## config.mk

```make
export PLATFORM = sky130hd
export DESIGN_NAME = irq_ctrl
export DESIGN_NICKNAME = d
export VERILOG_FILES = /design/src/rtl/irq_pkg.sv /design/src/rtl/irq_sync.sv /design/src/rtl/irq_evt_detect.sv /design/src/rtl/irq_flag_bank.sv /design/src/rtl/irq_arbiter.sv /design/src/rtl/irq_ctrl.sv
export SDC_FILE = /design/constraint.sdc
export NUM_CORES = 1
export LEC_CHECK = 0
export ABC_AREA = 1
export BUFFER_PORTS_ARGS = -buffer_cell sky130_fd_sc_hd__buf_2
export CAP_MARGIN = 20
export CORE_MARGIN = 4
export CORE_UTILIZATION = 48
export CTS_CLUSTER_SIZE = 16
export DETAILED_ROUTE_END_ITERATION = 10
export PLACE_DENSITY_LB_ADDON = 0.12
export REMOVE_ABC_BUFFERS = 1
export SKIP_LAST_GASP = 1
export SLEW_MARGIN = 20
export SYNTH_ARGS = -nofsm -noshare
export SYNTH_HDL_FRONTEND = slang
export SYNTH_SLANG_ARGS = --single-unit
```

## constraint.sdc

```tcl
create_clock -name clk_i -period 1.6 [get_ports clk_i]
set_input_delay 0.16 -clock clk_i [delete_from_list [all_inputs] [get_ports clk_i]]
set_output_delay 0.16 -clock clk_i [all_outputs]
set_load 0.05 [all_outputs]
```

## src/rtl/irq_pkg.sv

```systemverilog
package irq_pkg;
  typedef enum logic [1:0] {
    SEL_CTRL  = 2'd0,
    SEL_PFLAG = 2'd1,
    SEL_PMASK = 2'd2,
    SEL_NONE  = 2'd3
  } reg_sel_e;

  localparam int unsigned CTL_GIE   = 0;
  localparam int unsigned CTL_GRP   = 1;
  localparam int unsigned CTL_MASK0 = 2;  // timer, ext, change masks at 2..4
  localparam int unsigned CTL_FLAG0 = 5;  // timer, ext, change flags at 5..7
  localparam int unsigned N_CORE    = 3;

  localparam int unsigned SRC_EXT   = 0;
  localparam int unsigned SRC_TMR   = 1;
  localparam int unsigned SRC_CHG   = 2;
  localparam int unsigned SRC_PER0  = 3;
endpackage

```

## src/rtl/irq_sync.sv

```systemverilog
module irq_sync #(
  parameter int unsigned W = 1
) (
  input  logic         clk_i,
  input  logic         rst_ni,
  input  logic [W-1:0] d_i,
  output logic [W-1:0] q_o
);
  logic [W-1:0] s1_q, s2_q;

  always_ff @(posedge clk_i or negedge rst_ni) begin
    if (!rst_ni) begin
      s1_q <= '0;
      s2_q <= '0;
    end else begin
      s1_q <= d_i;
      s2_q <= s1_q;
    end
  end

  assign q_o = s2_q;
endmodule

```

## src/rtl/irq_evt_detect.sv

```systemverilog
module irq_evt_detect #(
  parameter int unsigned PORT_W = 4
) (
  input  logic              clk_i,
  input  logic              rst_ni,
  input  logic              pin_s_i,
  input  logic              rise_sel_i,
  input  logic [PORT_W-1:0] port_s_i,
  input  logic              port_access_i,
  output logic              ext_evt_o,
  output logic              chg_evt_o
);
  logic              pin_prev_q;
  logic [PORT_W-1:0] ref_q;

  always_ff @(posedge clk_i or negedge rst_ni) begin
    if (!rst_ni) begin
      pin_prev_q <= 1'b0;
      ref_q      <= '0;
    end else begin
      pin_prev_q <= pin_s_i;
      if (port_access_i) ref_q <= port_s_i;
    end
  end

  assign ext_evt_o = rise_sel_i ? (pin_s_i & ~pin_prev_q) : (~pin_s_i & pin_prev_q);
  // level-sensitive: re-fires every cycle while port and reference differ
  assign chg_evt_o = |(port_s_i ^ ref_q);
endmodule

```

## src/rtl/irq_flag_bank.sv

```systemverilog
module irq_flag_bank #(
  parameter int unsigned W = 8
) (
  input  logic         clk_i,
  input  logic         rst_ni,
  input  logic [W-1:0] set_i,
  input  logic         wr_i,
  input  logic [W-1:0] keep_i,
  output logic [W-1:0] flag_o
);
  logic [W-1:0] flag_q;

  always_ff @(posedge clk_i or negedge rst_ni) begin
    if (!rst_ni) flag_q <= '0;
    else         flag_q <= (wr_i ? (flag_q & keep_i) : flag_q) | set_i;
  end

  assign flag_o = flag_q;
endmodule

```

## src/rtl/irq_arbiter.sv

```systemverilog
module irq_arbiter
  import irq_pkg::*;
#(
  parameter int unsigned N_PERIPH = 8,
  parameter int unsigned SRC_W    = 4
) (
  input  logic [N_CORE-1:0]   core_flag_i,
  input  logic [N_CORE-1:0]   core_mask_i,
  input  logic [N_PERIPH-1:0] per_flag_i,
  input  logic [N_PERIPH-1:0] per_mask_i,
  input  logic                grp_en_i,
  output logic                pend_o,
  output logic [SRC_W-1:0]    src_o
);
  logic [N_CORE-1:0]   core_live;
  logic [N_PERIPH-1:0] per_live;

  assign core_live = core_flag_i & core_mask_i;
  assign per_live  = per_flag_i & per_mask_i & {N_PERIPH{grp_en_i}};

  // scan lowest priority first so later hits override
  always_comb begin
    pend_o = 1'b0;
    src_o  = '0;
    for (int k = N_PERIPH - 1; k >= 0; k--) begin
      if (per_live[k]) begin
        pend_o = 1'b1;
        src_o  = SRC_W'(SRC_PER0 + k);
      end
    end
    if (core_live[2]) begin pend_o = 1'b1; src_o = SRC_W'(SRC_CHG); end
    if (core_live[0]) begin pend_o = 1'b1; src_o = SRC_W'(SRC_TMR); end
    if (core_live[1]) begin pend_o = 1'b1; src_o = SRC_W'(SRC_EXT); end
  end
endmodule

```

## src/rtl/irq_ctrl.sv

```systemverilog
module irq_ctrl
  import irq_pkg::*;
#(
  parameter int unsigned N_PERIPH = 8,
  parameter int unsigned PORT_W   = 4,
  parameter int unsigned DATA_W   = 8,
  parameter int unsigned ADDR_W   = 13,
  parameter logic [ADDR_W-1:0] VEC_ADDR = 13'h0004,
  localparam int unsigned SRC_W   = $clog2(SRC_PER0 + N_PERIPH)
) (
  input  logic                clk_i,
  input  logic                rst_ni,
  input  logic                tmr_ovf_i,
  input  logic                ext_pin_i,
  input  logic                ext_rise_sel_i,
  input  logic [PORT_W-1:0]   port_hi_i,
  input  logic                port_access_i,
  input  logic [N_PERIPH-1:0] periph_req_i,
  input  logic                iret_i,
  input  logic                reg_wr_i,
  input  logic [1:0]          reg_sel_i,
  input  logic [DATA_W-1:0]   reg_wdata_i,
  output logic [DATA_W-1:0]   ctrl_o,
  output logic [N_PERIPH-1:0] pflag_o,
  output logic [N_PERIPH-1:0] pmask_o,
  output logic                vec_req_o,
  output logic [ADDR_W-1:0]   vec_addr_o,
  output logic [SRC_W-1:0]    vec_src_o
);
  reg_sel_e sel;
  logic wr_ctl, wr_pflag, wr_pmask;
  assign sel      = reg_sel_e'(reg_sel_i);
  assign wr_ctl   = reg_wr_i && (sel == SEL_CTRL);
  assign wr_pflag = reg_wr_i && (sel == SEL_PFLAG);
  assign wr_pmask = reg_wr_i && (sel == SEL_PMASK);

  logic              pin_s;
  logic [PORT_W-1:0] port_s;

  irq_sync #(.W(1)) i_sync_pin (
    .clk_i(clk_i), .rst_ni(rst_ni), .d_i(ext_pin_i), .q_o(pin_s)
  );
  irq_sync #(.W(PORT_W)) i_sync_port (
    .clk_i(clk_i), .rst_ni(rst_ni), .d_i(port_hi_i), .q_o(port_s)
  );

  logic ext_evt, chg_evt;
  irq_evt_detect #(.PORT_W(PORT_W)) i_detect (
    .clk_i(clk_i), .rst_ni(rst_ni),
    .pin_s_i(pin_s), .rise_sel_i(ext_rise_sel_i),
    .port_s_i(port_s), .port_access_i(port_access_i),
    .ext_evt_o(ext_evt), .chg_evt_o(chg_evt)
  );

  // core flag order: [0] timer, [1] ext, [2] change
  logic [N_CORE-1:0] core_flag;
  irq_flag_bank #(.W(N_CORE)) i_core_flags (
    .clk_i(clk_i), .rst_ni(rst_ni),
    .set_i({chg_evt, ext_evt, tmr_ovf_i}),
    .wr_i(wr_ctl),
    .keep_i(reg_wdata_i[CTL_FLAG0 +: N_CORE]),
    .flag_o(core_flag)
  );

  logic [N_PERIPH-1:0] per_flag;
  irq_flag_bank #(.W(N_PERIPH)) i_per_flags (
    .clk_i(clk_i), .rst_ni(rst_ni),
    .set_i(periph_req_i),
    .wr_i(wr_pflag),
    .keep_i(reg_wdata_i[N_PERIPH-1:0]),
    .flag_o(per_flag)
  );

  logic                gie_q, grp_q;
  logic [N_CORE-1:0]   core_mask_q;
  logic [N_PERIPH-1:0] per_mask_q;
  logic                pend, take;
  logic [SRC_W-1:0]    src;

  irq_arbiter #(.N_PERIPH(N_PERIPH), .SRC_W(SRC_W)) i_arb (
    .core_flag_i(core_flag), .core_mask_i(core_mask_q),
    .per_flag_i(per_flag), .per_mask_i(per_mask_q),
    .grp_en_i(grp_q), .pend_o(pend), .src_o(src)
  );

  assign take = gie_q & pend;

  always_ff @(posedge clk_i or negedge rst_ni) begin
    if (!rst_ni) begin
      gie_q       <= 1'b0;
      grp_q       <= 1'b0;
      core_mask_q <= '0;
      per_mask_q  <= '0;
    end else begin
      if (take)        gie_q <= 1'b0;
      else if (iret_i) gie_q <= 1'b1;
      else if (wr_ctl) gie_q <= reg_wdata_i[CTL_GIE];
      if (wr_ctl) begin
        grp_q       <= reg_wdata_i[CTL_GRP];
        core_mask_q <= reg_wdata_i[CTL_MASK0 +: N_CORE];
      end
      if (wr_pmask) per_mask_q <= reg_wdata_i[N_PERIPH-1:0];
    end
  end

  logic             vreq_q;
  logic [SRC_W-1:0] vsrc_q;
  always_ff @(posedge clk_i or negedge rst_ni) begin
    if (!rst_ni) begin
      vreq_q <= 1'b0;
      vsrc_q <= '0;
    end else begin
      vreq_q <= take;
      if (take) vsrc_q <= src;
    end
  end

  always_comb begin
    ctrl_o = '0;
    ctrl_o[CTL_GIE] = gie_q;
    ctrl_o[CTL_GRP] = grp_q;
    ctrl_o[CTL_MASK0 +: N_CORE] = core_mask_q;
    ctrl_o[CTL_FLAG0 +: N_CORE] = core_flag;
  end

  assign pflag_o    = per_flag;
  assign pmask_o    = per_mask_q;
  assign vec_req_o  = vreq_q;
  assign vec_addr_o = VEC_ADDR;
  assign vec_src_o  = vsrc_q;
endmodule

```

==> metrics <==
status finished, final reports clean; Max Slew Vio Count 0; Cell Pwr Density 1360 nW/um^2; CTS buffer count 5; CTS root buffer clkbuf_8; IO buf count 58; period utilisation layout 82.5%; final number of hold-violating endpoints 0; Clk Latency, worst-skew pair 0.29 ns; area share of fa/ha/maj cells after synthesis 0%; die span in x 71.1 um; post-synth cell types 25; warnings from Yosys 0; clk slew on worst S/H paths 0.08 ns; #FFs+latches synth 44; WP data required 1.79 ns; worst min path class in2reg; share of cells above drive strength 1 35.5%; buffers inserted by post-CTS timing repair 0; post-detailed-placement half-perimeter wirelength 2960 um; P_leak 0.00122 uW; GRT Total Usage 16.3%; initial antenna violation count 0; DR iter-0 viols 42; DR DRC count 0; post-synthesis mux area share 4.72%; Chip Height 71.1 um; CTS max path bufs 2; die area 5050 um^2; routed vias 1,429; RSZ-0062 raised after global routing false; First-pass DRT Iterations 4; clock sinks 44; Max H-tree Level 2; Synth Cell Area 1910 um^2; critical path fanouts, max 11; nets 288; main combinational cell family by area after synthesis simple AND/OR/NAND/NOR gates; WL/cell 12.3 um; largest net degree at the start of global routing 25; cells after synthesis 191; # diodes 0; critical path class reg2reg; number of global-route vias before repair 1,410; top-level I/O count 72; Initial Util 51.0%; maximum VDD drop 0.804 mV; CTS tree yes; # rows 22; DP Worst Slack 0.165 ns; Seq/Total Area, Yosys 57.6%; endpoint class of the critical path register; crit start category register; area share of and/or/nand/nor cells after synthesis 17.1%; fmax 758 MHz; Worst Path Arrival 1.51 ns; ANT nets after route 0; first-pass GRT wire length 6430 um; layout overhead on the synthesized area 23.4%; Fin Setup TNS 0 ns; Compound-Gate Fraction of Synth Area 7.53%; GP Congestion 0.779; vias per cell 4.65; Core ar. 3740 um^2; Mean Syn Cell Area 10.0 um^2; fin worst setup slack 0.281 ns; GRT overflow 0; Final setup violation count 0; Post-Synth XOR/XNOR Area 1.83%; post-route clock skew 0.00528 ns; max-cap violations 0; final WL 3770 um; clock period minus worst slack 1.32 ns
## area by class of cell
cell class / count / area (um^2)
Fill cell: 339 / 1390
Multi-Input combinational cell: 121 / 644
Timing Repair Buffer: 67 / 385
Sequential cell: 44 / 1100
Clock buffer: 6 / 82.6
Clock inverter: 2 / 10.0
Inverter: 19 / 73.8
Tap cell: 48 / 60.1
## cell usage after synthesis
cell      count  area, um^2
conb_1        2        7.51
nand3_1       7        35.0
clkbuf_1      1        3.75
a21oi_2       1        8.76
dfrtp_1      44        1100
o21ai_1       1        5.00
inv_1        18        67.6
buf_6         1        11.3
o21bai_1      1        7.51
nand4_1       2        12.5
mux2_2        8        90.1
o21ai_0      21         105
nor2_2        2        12.5
inv_4         1        6.26
o211ai_1      1        7.51
buf_2         1        5.00
nand2_1      41         154
nor2_1        7        26.3
nand2_2       4        25.0
nand2_4       1        11.3
a21oi_1       2        10.0
xnor2_1       2        17.5
xor2_1        2        17.5
nand3_2       5        50.1
buf_4        15         113
## cells by family after synthesis
| group | count (synthesis) |
|---|---|
| simple gates | 69 |
| flops | 44 |
| buf+inv | 37 |
| compound gates | 27 |
| mux | 8 |
| xor+xnor | 4 |
| other cells | 2 |
## stage by stage
step | area, um^2 | utilization, % | power [uW] | hold WS (ns) | std cells
finish | 2360 | 63.0 | 3210 | 0.0484 | 307
global route | 2360 | 63.0 | 3390 | 0.0506 | 307
CTS | 2360 | 63.0 | 3240 | 0.0391 | 307
detailed placement | 2200 | 58.9 | 2530 | 0.150 | 293
global placement | 2200 | 58.9 | 2520 | 0.150 | 293
floorplan | 1820 | - | 2240 | -0.136 | 184
## power by group
part	leakage, uW	switching, uW	internal (uW)	total, uW
clock	0.0000510	356	344	701
combinational	0.000670	831	289	1120
sequential	0.000498	123	1260	1390
## path summary, 6_finish.rpt
check                                    start               endpoint  slack, ns  cells after the start
setup / recovery                         grp_q           vec_src_o[0]       0.28                     10
hold / removal                 periph_req_i[7]  i_per_flags.flag_o[7]       0.05                      3
setup reg to reg                         grp_q           vec_src_o[0]       0.28                     10
hold reg to reg            i_sync_port.s1_q[3]     i_sync_port.q_o[3]       0.36                      0
max in group asynchronous               rst_ni                  grp_q       0.74                      3
min in group asynchronous               rst_ni             pmask_o[0]       0.36                      2
## layout by cell type (no fill, tap or decap), types with 2 or more instances in the layout
cell / instances
mux2_2: 8
buf_4: 2
nand3_1: 7
conb_1: 13
a21oi_1: 2
nand3_2: 5
nor2_1: 7
clkbuf_8: 6
nand2_1: 41
o21ai_0: 21
xor2_1: 2
xnor2_1: 2
dfrtp_1: 43
nand4_1: 2
inv_1: 18
nand2_2: 4
dlygate4sd3_1: 6
nor2_2: 2
buf_2: 58
clkinv_2: 2
## critical path, stage by stage (launching register included)
cell and delay (ns):
dfrtp_2 0.50, nand3_2 0.11, nand2_2 0.06, nor2_2 0.13
nand2_2 0.06, nand2_2 0.08, nand2_4 0.07, inv_4 0.07
a21oi_2 0.03, nand2_1 0.06, nand2_1 0.04
## state kept, by name, summed over array words and instances (netlist names)
name	flops
i_sync_port.q_o	4
i_sync_pin.s1_q	1
core_mask_q	3
grp_q	1
i_core_flags.flag_o	3
i_sync_port.s1_q	4
vec_req_o	1
pmask_o	8
i_detect.ref_q	4
i_detect.pin_prev_q	1
vec_src_o	4
gie_q	1
i_per_flags.flag_o	8
i_sync_pin.q_o	1
## layer usage
metal / part of all wire, % / vias to the layer above / GRT usage [%]
met5: 0 / - / 0
met1: 42 / 660 / 20.6
met2: 49 / 49 / 26.7
met3: 7.7 / 5 / 5.40
met4: 1.4 / 0 / 5.01
li1: - / 715 / -
## what timing repair did
action	CTS	global route
endpoints found under the hold margin	25	0
endpoints found under the setup margin	0	1
hold buffers	6	0
resized for setup	0	1
Note: power is estimated with default switching activity, not from simulation.
